[src/rtl/axd_pkg.sv]
package axd_pkg;

    localparam int NUM_AXES = 3;
    localparam int SEL_W    = 3;
    localparam int REG_W    = 16;
    localparam int ADDR_W   = 3;
    localparam int EVT_W    = 8;
    localparam int THR_W    = 8;

    // control-word bit positions
    localparam int CW_IRQ_EN = 0;
    localparam int CW_CLEAR  = 1;
    localparam int CW_ACK    = 2;
    localparam int CW_THR_LO = 8;

    typedef enum logic [ADDR_W-1:0] {
        A_CTRL   = 3'd0,
        A_TIMING = 3'd1,
        A_ROUTE  = 3'd2,
        A_CNT_X  = 3'd3,
        A_CNT_Y  = 3'd4,
        A_CNT_Z  = 3'd5,
        A_EVENTS = 3'd6
    } reg_addr_e;

    typedef struct packed {
        logic [THR_W-1:0] thr;
        logic             irq_en;
    } ctrl_t;

    typedef struct packed {
        logic [NUM_AXES-1:0]            edge_mode;
        logic [NUM_AXES-1:0][SEL_W-1:0] sel;
    } route_t;

    typedef enum logic [1:0] {
        STEP_NONE,
        STEP_UP,
        STEP_DOWN
    } step_e;

    // Gray position of the A/B pair along the forward rotation
    function automatic logic [1:0] phase_of(input logic a, input logic b);
        case ({a, b})
            2'b00:   return 2'd0;
            2'b10:   return 2'd1;
            2'b11:   return 2'd2;
            default: return 2'd3;
        endcase
    endfunction

    function automatic step_e classify(input logic [1:0] prev_ph, input logic [1:0] cur_ph);
        logic [1:0] diff;
        diff = cur_ph - prev_ph;
        case (diff)
            2'd1:    return STEP_UP;
            2'd3:    return STEP_DOWN;
            default: return STEP_NONE;
        endcase
    endfunction

endpackage

[src/rtl/axd_tick_gen.sv]
module axd_tick_gen #(
    parameter int DIV_W = 10
) (
    input  logic             clk,
    input  logic             rst,
    input  logic [DIV_W-1:0] div,
    input  logic             halve,
    output logic             tick
);

    logic [DIV_W-1:0] cnt_q;
    logic             half_q;
    logic             hit;

    assign hit  = (cnt_q >= div);
    assign tick = hit && (!halve || half_q);

    always_ff @(posedge clk) begin
        if (rst) begin
            cnt_q  <= '0;
            half_q <= 1'b0;
        end else begin
            if (hit) begin
                cnt_q  <= '0;
                half_q <= ~half_q;
            end else begin
                cnt_q <= cnt_q + 1'b1;
            end
        end
    end

endmodule

[src/rtl/axd_pin_route.sv]
module axd_pin_route
    import axd_pkg::*;
#(
    parameter int NUM_PINS = 12
) (
    input  logic [NUM_PINS-1:0] pins,
    input  logic [SEL_W-1:0]    sel,
    output logic                pin_a,
    output logic                pin_b,
    output logic                on
);

    localparam int NUM_PAIRS = NUM_PINS / 2;
    localparam int TOP_CODE  = (2 ** SEL_W) - 1;
    localparam int MAX_CODE  = (NUM_PAIRS < TOP_CODE) ? NUM_PAIRS : TOP_CODE;

    always_comb begin
        pin_a = 1'b0;
        pin_b = 1'b0;
        on    = 1'b0;
        for (int k = 1; k <= MAX_CODE; k++) begin
            if (sel == SEL_W'(k)) begin
                pin_a = pins[2*k-2];
                pin_b = pins[2*k-1];
                on    = 1'b1;
            end
        end
    end

endmodule

[src/rtl/axd_channel.sv]
module axd_channel
    import axd_pkg::*;
#(
    parameter int CNT_W = 16
) (
    input  logic             clk,
    input  logic             rst,
    input  logic             tick,
    input  logic             on,
    input  logic [SEL_W-1:0] sel,
    input  logic             edge_mode,
    input  logic             pin_a,
    input  logic             pin_b,
    output logic [CNT_W-1:0] count,
    output logic             evt
);

    logic [1:0]       prev_q;
    logic             primed_q;
    logic [SEL_W-1:0] sel_q;
    logic [1:0]       cur_ph;
    step_e            step;
    logic             moved;

    always_comb begin
        cur_ph = phase_of(pin_a, pin_b);
        step   = classify(prev_q, cur_ph);
        moved  = (cur_ph != prev_q);
    end

    always_ff @(posedge clk) begin
        if (rst) begin
            count    <= '0;
            evt      <= 1'b0;
            prev_q   <= '0;
            primed_q <= 1'b0;
            sel_q    <= '0;
        end else begin
            evt   <= 1'b0;
            sel_q <= sel;
            if (!on) begin
                count    <= '0;
                primed_q <= 1'b0;
            end else if (sel != sel_q) begin
                primed_q <= 1'b0;
            end else if (tick) begin
                prev_q <= cur_ph;
                if (!primed_q) begin
                    primed_q <= 1'b1;
                end else if (edge_mode) begin
                    if (moved) begin
                        count <= count + 1'b1;
                        evt   <= 1'b1;
                    end
                end else begin
                    case (step)
                        STEP_UP: begin
                            count <= count + 1'b1;
                            evt   <= 1'b1;
                        end
                        STEP_DOWN: begin
                            count <= count - 1'b1;
                            evt   <= 1'b1;
                        end
                        default: ;
                    endcase
                end
            end
        end
    end

endmodule

[src/rtl/axd_evt_irq.sv]
module axd_evt_irq
    import axd_pkg::*;
#(
    parameter int NUM_EVT = 3
) (
    input  logic               clk,
    input  logic               rst,
    input  logic [NUM_EVT-1:0] evt,
    input  logic               clr,
    input  logic               ack,
    input  logic [THR_W-1:0]   thr,
    output logic [EVT_W-1:0]   total,
    output logic               status
);

    localparam int SUM_W   = EVT_W + $clog2(NUM_EVT + 1) + 1;
    localparam int EVT_MAX = (2 ** EVT_W) - 1;

    logic [SUM_W-1:0] sum;
    logic [SUM_W-1:0] goal;
    logic [EVT_W-1:0] sat;
    logic             reach;

    always_comb begin
        sum   = SUM_W'(total) + SUM_W'($countones(evt));
        goal  = SUM_W'(thr) + 1'b1;
        reach = !status && (sum >= goal);
        sat   = (sum > SUM_W'(EVT_MAX)) ? EVT_W'(EVT_MAX) : sum[EVT_W-1:0];
    end

    always_ff @(posedge clk) begin
        if (rst) begin
            total  <= '0;
            status <= 1'b0;
        end else begin
            if (clr || reach) begin
                total <= '0;
            end else begin
                total <= sat;
            end
            if (reach && !clr) begin
                status <= 1'b1;
            end else if (ack) begin
                status <= 1'b0;
            end
        end
    end

endmodule

[src/rtl/axis_decoder_hub.sv]
module axis_decoder_hub
    import axd_pkg::*;
#(
    parameter int NUM_PINS    = 12,
    parameter int CNT_W       = 16,
    parameter int DIV_W       = 10,
    parameter int SYNC_STAGES = 2
) (
    input  logic                clk,
    input  logic                rst,
    input  logic                reg_wr,
    input  logic [ADDR_W-1:0]   reg_wr_addr,
    input  logic [REG_W-1:0]    reg_wdata,
    input  logic [ADDR_W-1:0]   reg_rd_addr,
    output logic [REG_W-1:0]    reg_rdata,
    input  logic [NUM_PINS-1:0] pins,
    output logic                irq
);

    localparam int ROUTE_W = $bits(route_t);

    ctrl_t            ctrl_q;
    route_t           route_q;
    logic [DIV_W-1:0] div_q;
    logic             pre_q;

    logic wr_ctrl, wr_timing, wr_route;
    logic evt_clr, irq_ack;

    logic [SYNC_STAGES-1:0][NUM_PINS-1:0] sync_q;
    logic [NUM_PINS-1:0]                  pins_s;

    logic                               tick_w;
    logic [NUM_AXES-1:0]                on_w;
    logic [NUM_AXES-1:0]                evt_w;
    logic [NUM_AXES-1:0][CNT_W-1:0]     cnt_w;
    logic [NUM_AXES-1:0][REG_W-1:0]     cnt_ext;
    logic [EVT_W-1:0]                   evt_cnt_w;
    logic                               status_w;
    logic                               irq_en_w;

    // register writes
    assign wr_ctrl   = reg_wr && (reg_wr_addr == A_CTRL);
    assign wr_timing = reg_wr && (reg_wr_addr == A_TIMING);
    assign wr_route  = reg_wr && (reg_wr_addr == A_ROUTE);
    assign evt_clr   = wr_ctrl && reg_wdata[CW_CLEAR];
    assign irq_ack   = wr_ctrl && reg_wdata[CW_ACK];

    always_ff @(posedge clk) begin
        if (rst) begin
            ctrl_q  <= '0;
            route_q <= '0;
            div_q   <= '0;
            pre_q   <= 1'b0;
        end else begin
            if (wr_ctrl) begin
                ctrl_q.irq_en <= reg_wdata[CW_IRQ_EN];
                ctrl_q.thr    <= reg_wdata[CW_THR_LO +: THR_W];
            end
            if (wr_timing) begin
                div_q <= reg_wdata[DIV_W-1:0];
                pre_q <= reg_wdata[REG_W-1];
            end
            if (wr_route) begin
                route_q <= route_t'(reg_wdata[ROUTE_W-1:0]);
            end
        end
    end

    // input synchronizer
    always_ff @(posedge clk) begin
        if (rst) begin
            sync_q <= '0;
        end else begin
            sync_q[0] <= pins;
            for (int s = 1; s < SYNC_STAGES; s++) begin
                sync_q[s] <= sync_q[s-1];
            end
        end
    end
    assign pins_s = sync_q[SYNC_STAGES-1];

    axd_tick_gen #(.DIV_W(DIV_W)) u_tick (
        .clk   (clk),
        .rst   (rst),
        .div   (div_q),
        .halve (pre_q),
        .tick  (tick_w)
    );

    for (genvar ax = 0; ax < NUM_AXES; ax++) begin : g_axis
        logic pa, pb;

        axd_pin_route #(.NUM_PINS(NUM_PINS)) u_route (
            .pins  (pins_s),
            .sel   (route_q.sel[ax]),
            .pin_a (pa),
            .pin_b (pb),
            .on    (on_w[ax])
        );

        axd_channel #(.CNT_W(CNT_W)) u_chan (
            .clk       (clk),
            .rst       (rst),
            .tick      (tick_w),
            .on        (on_w[ax]),
            .sel       (route_q.sel[ax]),
            .edge_mode (route_q.edge_mode[ax]),
            .pin_a     (pa),
            .pin_b     (pb),
            .count     (cnt_w[ax]),
            .evt       (evt_w[ax])
        );

        always_comb begin
            cnt_ext[ax]              = {REG_W{cnt_w[ax][CNT_W-1]}};
            cnt_ext[ax][CNT_W-1:0]   = cnt_w[ax];
            if (!on_w[ax]) begin
                cnt_ext[ax] = '0;
            end
        end
    end

    axd_evt_irq #(.NUM_EVT(NUM_AXES)) u_evt (
        .clk    (clk),
        .rst    (rst),
        .evt    (evt_w),
        .clr    (evt_clr),
        .ack    (irq_ack),
        .thr    (ctrl_q.thr),
        .total  (evt_cnt_w),
        .status (status_w)
    );

    assign irq_en_w = ctrl_q.irq_en;
    assign irq      = status_w && irq_en_w;

    // register reads
    always_comb begin
        reg_rdata = '0;
        case (reg_rd_addr)
            A_CTRL: begin
                reg_rdata[CW_IRQ_EN]              = ctrl_q.irq_en;
                reg_rdata[CW_ACK]                 = status_w;
                reg_rdata[CW_THR_LO +: THR_W]     = ctrl_q.thr;
            end
            A_TIMING: begin
                reg_rdata[DIV_W-1:0] = div_q;
                reg_rdata[REG_W-1]   = pre_q;
            end
            A_ROUTE:  reg_rdata[ROUTE_W-1:0] = route_q;
            A_CNT_X:  reg_rdata = cnt_ext[0];
            A_CNT_Y:  reg_rdata = cnt_ext[1];
            A_CNT_Z:  reg_rdata = cnt_ext[2];
            A_EVENTS: reg_rdata[EVT_W-1:0] = evt_cnt_w;
            default:  reg_rdata = '0;
        endcase
    end

endmodule

[config.mk]
export PLATFORM = sky130hd
export DESIGN_NAME = axis_decoder_hub
export DESIGN_NICKNAME = d
export VERILOG_FILES = /design/src/rtl/axd_pkg.sv /design/src/rtl/axd_tick_gen.sv /design/src/rtl/axd_pin_route.sv /design/src/rtl/axd_channel.sv /design/src/rtl/axd_evt_irq.sv /design/src/rtl/axis_decoder_hub.sv
export SDC_FILE = /design/constraint.sdc
export NUM_CORES = 1
export LEC_CHECK = 0
export ABC_AREA = 1
export BUFFER_PORTS_ARGS = -buffer_cell sky130_fd_sc_hd__buf_2
export CAP_MARGIN = 20
export CORE_MARGIN = 4
export CORE_UTILIZATION = 40
export CTS_BUF_LIST = sky130_fd_sc_hd__clkbuf_8
export CTS_CLUSTER_SIZE = 20
export DETAILED_ROUTE_END_ITERATION = 6
export MAX_ROUTING_LAYER = met4
export PLACE_DENSITY = 0.61
export SLEW_MARGIN = 10
export SYNTH_ARGS = -nofsm -noshare
export SYNTH_HDL_FRONTEND = slang
export SYNTH_SLANG_ARGS = --single-unit
[constraint.sdc]
create_clock -name clk -period 3.66 [get_ports clk]
set_input_delay 0.366 -clock clk [delete_from_list [all_inputs] [get_ports clk]]
set_output_delay 0.366 -clock clk [all_outputs]
set_load 0.005 [all_outputs]
==> flow_metrics.py <==
metrics = {
    "placement": {
        "gp_congestion": 0.921,
        "dp_hpwl_um": 19600,
        "pre_cts_slack_ps": 459,
        "port_buffers": 53,
        "dpl.cell_count": 1660,
    },
    "critical_path": {
        "critPathCaptureType": "primary output",
        "cp-start-kind": "flip-flop",
        "crit_type": "flip-flop to primary output",
        "cpLargestDelayFamily": "compound AO/OA/AOI/OAI gates",
        "worstPathRequired_ps": 3290,
        "crit_fanout": 10,
        "crit_slowest_cell": "a221oi_1",
        "slowest_delay_ps": 620,
        "worstPathCellList": "nand3_1, nand2_1, inv_1, nand3_1, buf_4, clkinv_1, a221oi_1, o221ai_1, buf_2",
        "cp_num_buf_inv": 4,
        "crit_top_cell": "nand3_1",
        "critPathArrivalTime_ps": 2890,
    },
    "route": {
        "via_per_inst": 5.14,
        "drt_first_pass_iters": 7,
        "drc": 7,
        "drt_iter0_drc": 696,
        "antenna_left": 0,
        "wl_per_cell_um": 15.2,
        "wirelength_um": 25700,
        "vias": 8690,
    },
    "grt": {
        "grt_pass1_wl_um": 41900,
        "overflow": 0,
        "grt_antenna_before_repair": 0,
        "grt_max_degree": 40,
        "grt_pass1_vias": 8035,
        "grt_usage_pct": 20.6,
    },
    "synthesis": {
        "yosys.area.top_type": "dfxtp_1",
        "ys_warn_count": 0,
        "synth-seq-cells": 145,
        "syn_area_um2": 9330,
        "ys_seq_area_share_pct": 31.1,
        "yosys-top-cells-area": "dfxtp_1, inv_1, nand2_1",
        "syn_avg_cell_area_um2": 6.97,
        "synth_top_area_share_pct": 31.1,
        "synthDistinctLibCells": 49,
        "syn_inst": 1339,
        "syn_nets": 1408,
    },
    "power": {
        "p_per_area_nw_per_um2": 327,
        "peakVddDrop_v": 0.000168,
        "leakagePower_nw": 4.35,
        "total_power_mw": 3.32,
    },
    "cts": {
        "hold_buffers": 0,
        "clk_pin_slew_ps": 100,
        "root_buffer": "clkbuf_8",
        "post_cts_buffers": 0,
        "htree_num_levels": 4,
        "clock-sinks": 145,
        "cts_tree": "built",
        "cts_buffers": 17,
        "ctsResizeCount": 0,
        "cts_buffer_depth": 2,
        "clk_latency_ps": 470,
    },
    "sta": {
        "holdWs_ps": 89.2,
        "finalSetupTns_ps": 0,
        "setup_slack_ps": 399,
        "worstMarginPinSlew_ps": 690,
        "finalClockSkew_ps": 19.6,
        "rsz0062_at_grt": "no",
        "fin_crit_sh_pct": 89.1,
        "fin_crit_ps": 3260,
        "relSlewSlack_pct": 53.9,
        "slew_viol_final": 0,
        "max_freq_mhz": 307,
        "setup_viol": 0,
        "hold_violations": 0,
    },
    "floorplan": {
        "die_x_um": 161,
        "core_area_um2": 22800,
        "io_pins": 54,
        "initial_core_util_pct": 41.0,
        "die-area_um2": 25800,
        "rows": 55,
        "die_h_um": 161,
    },
    "finish": {
        "diodes": 0,
        "drive_gt1_share_pct": 12.6,
        "nNetsFinal": 1435,
        "area_delta_synth_final_pct": 8.72,
        "final_cells": 1692,
    },
    "status": {
        "status": "finished with violations",
        "violations": "design-rule violations",
    },
    "min_path": {
        "hold_class": "input port to flip-flop",
    },
    "run": {
        "cap_viol_max_count": 0,
    },
}
[synth_stat cells, drive strengths merged]
| master | count |
|---|---|
| a211oi | 2 |
| a21oi | 99 |
| a221oi | 8 |
| a22oi | 9 |
| buf | 28 |
| clkbuf | 28 |
| clkinv | 3 |
| dfxtp | 145 |
| fa | 2 |
| ha | 30 |
| inv | 204 |
| nand2 | 200 |
| nand3 | 99 |
| nand3b | 3 |
| nand4 | 44 |
| nor2 | 167 |
| nor3 | 33 |
| nor3b | 3 |
| nor4 | 8 |
| o2111ai | 2 |
| o211a | 1 |
| o211ai | 12 |
| o21a | 3 |
| o21ai | 83 |
| o221ai | 7 |
| o22ai | 13 |
| or2 | 7 |
| or3 | 2 |
| xnor2 | 19 |
| xor2 | 75 |
[report_power, final]
group	switching (mW)	total (mW)	internal, mW
registers	0.0328	1.65	1.62
clock network	0.721	1.30	0.578
logic	0.257	0.371	0.114
[through the flow]
step,util (%),area (um^2)
floorplan,-,9330
global placement,42.8,9750
detailed placement,42.8,9750
CTS,44.5,10100
global route,44.5,10100
finish,44.5,10100
[cells in the final DEF (no fill, tap or decap), types with 6 or more instances in the layout]
| cell type | synthesis | routed |
|---|---|---|
| a21oi_1 | 93 | 93 |
| a21oi_2 | 6 | 6 |
| a221oi_1 | 8 | 8 |
| a22oi_1 | 9 | 9 |
| buf_2 | 10 | 53 |
| buf_4 | 7 | 11 |
| clkbuf_8 | 0 | 18 |
| dfxtp_1 | 145 | 145 |
| ha_1 | 30 | 30 |
| inv_1 | 188 | 189 |
| inv_2 | 14 | 14 |
| inv_6 | 0 | 6 |
| nand2_1 | 187 | 187 |
| nand2_2 | 12 | 12 |
| nand3_1 | 85 | 85 |
| nand3_2 | 11 | 11 |
| nand4_1 | 41 | 41 |
| nor2_1 | 159 | 159 |
| nor2_2 | 6 | 6 |
| nor3_1 | 23 | 23 |
| nor3_2 | 10 | 10 |
| nor4_1 | 6 | 6 |
| o211ai_1 | 12 | 12 |
| o21ai_0 | 63 | 63 |
| o21ai_1 | 20 | 20 |
| o221ai_1 | 7 | 7 |
| o22ai_1 | 13 | 13 |
| or2_2 | 6 | 6 |
| xnor2_1 | 19 | 19 |
| xor2_1 | 75 | 75 |
[per-layer routing]
layer,part of all wire [%],global-route usage (%)
met1,46,27.5
met2,45,32.0
met3,6.2,4.03
met4,2.2,5.43
met5,0,-
[state kept, by name (all words and copies together), names as in the netlist]
signal	cells
g_axis.u_chan.count	48
pins_s	12
route_q	12
sync_q	12
div_q	10
u_tick.cnt_q	10
g_axis.u_chan.sel_q	9
ctrl_q	8
u_evt.total	8
g_axis.u_chan.prev_q	6
g_axis.u_chan.evt	3
g_axis.u_chan.primed_q	3
irq_en_w	1
pre_q	1
u_evt.status	1
u_tick.half_q	1
[cells by family (layout without fill, tap and decap cells)]
family                     Yosys count  count (layout)  share of synthesized area (%)
xor gates and xnor gates            94              94                           8.82
AOI/OAI and AO/OA                  239             239                           14.7
adders and majority gates           32              32                           4.45
DFF                                145             145                           31.1
buffers and inverters              263             303                           11.8
and+or+nand+nor                    566             566                           29.1
[path summary, 6_finish.rpt]
check	slack [ps]	cells past startpoint	startpoint	to
worst max-delay path	400	9	route_q[4]	reg_rdata[7]
worst max register to register	430	17	g_axis[0].u_chan.evt	u_evt.total[0]
worst min register to register	400	2	sync_q[8]	pins_s[8]
worst min-delay path	90	3	pins[9]	sync_q[9]
[worst min-delay path: cells and delay by family]
family / cells / cell delay [ps]
buffers and inverters: 2 / 130
and+or+nand+nor: 1 / 30
[area by class of cell]
class,count,area [um^2]
multi-input cells,931,5330
clock inverters,14,143
repair buffers,64,348
inverters,207,782
well taps,313,392
clock buffers,18,248
flip-flops and latches,145,2900
fillers,2396,12600
Power figures use the tool's default switching activity.
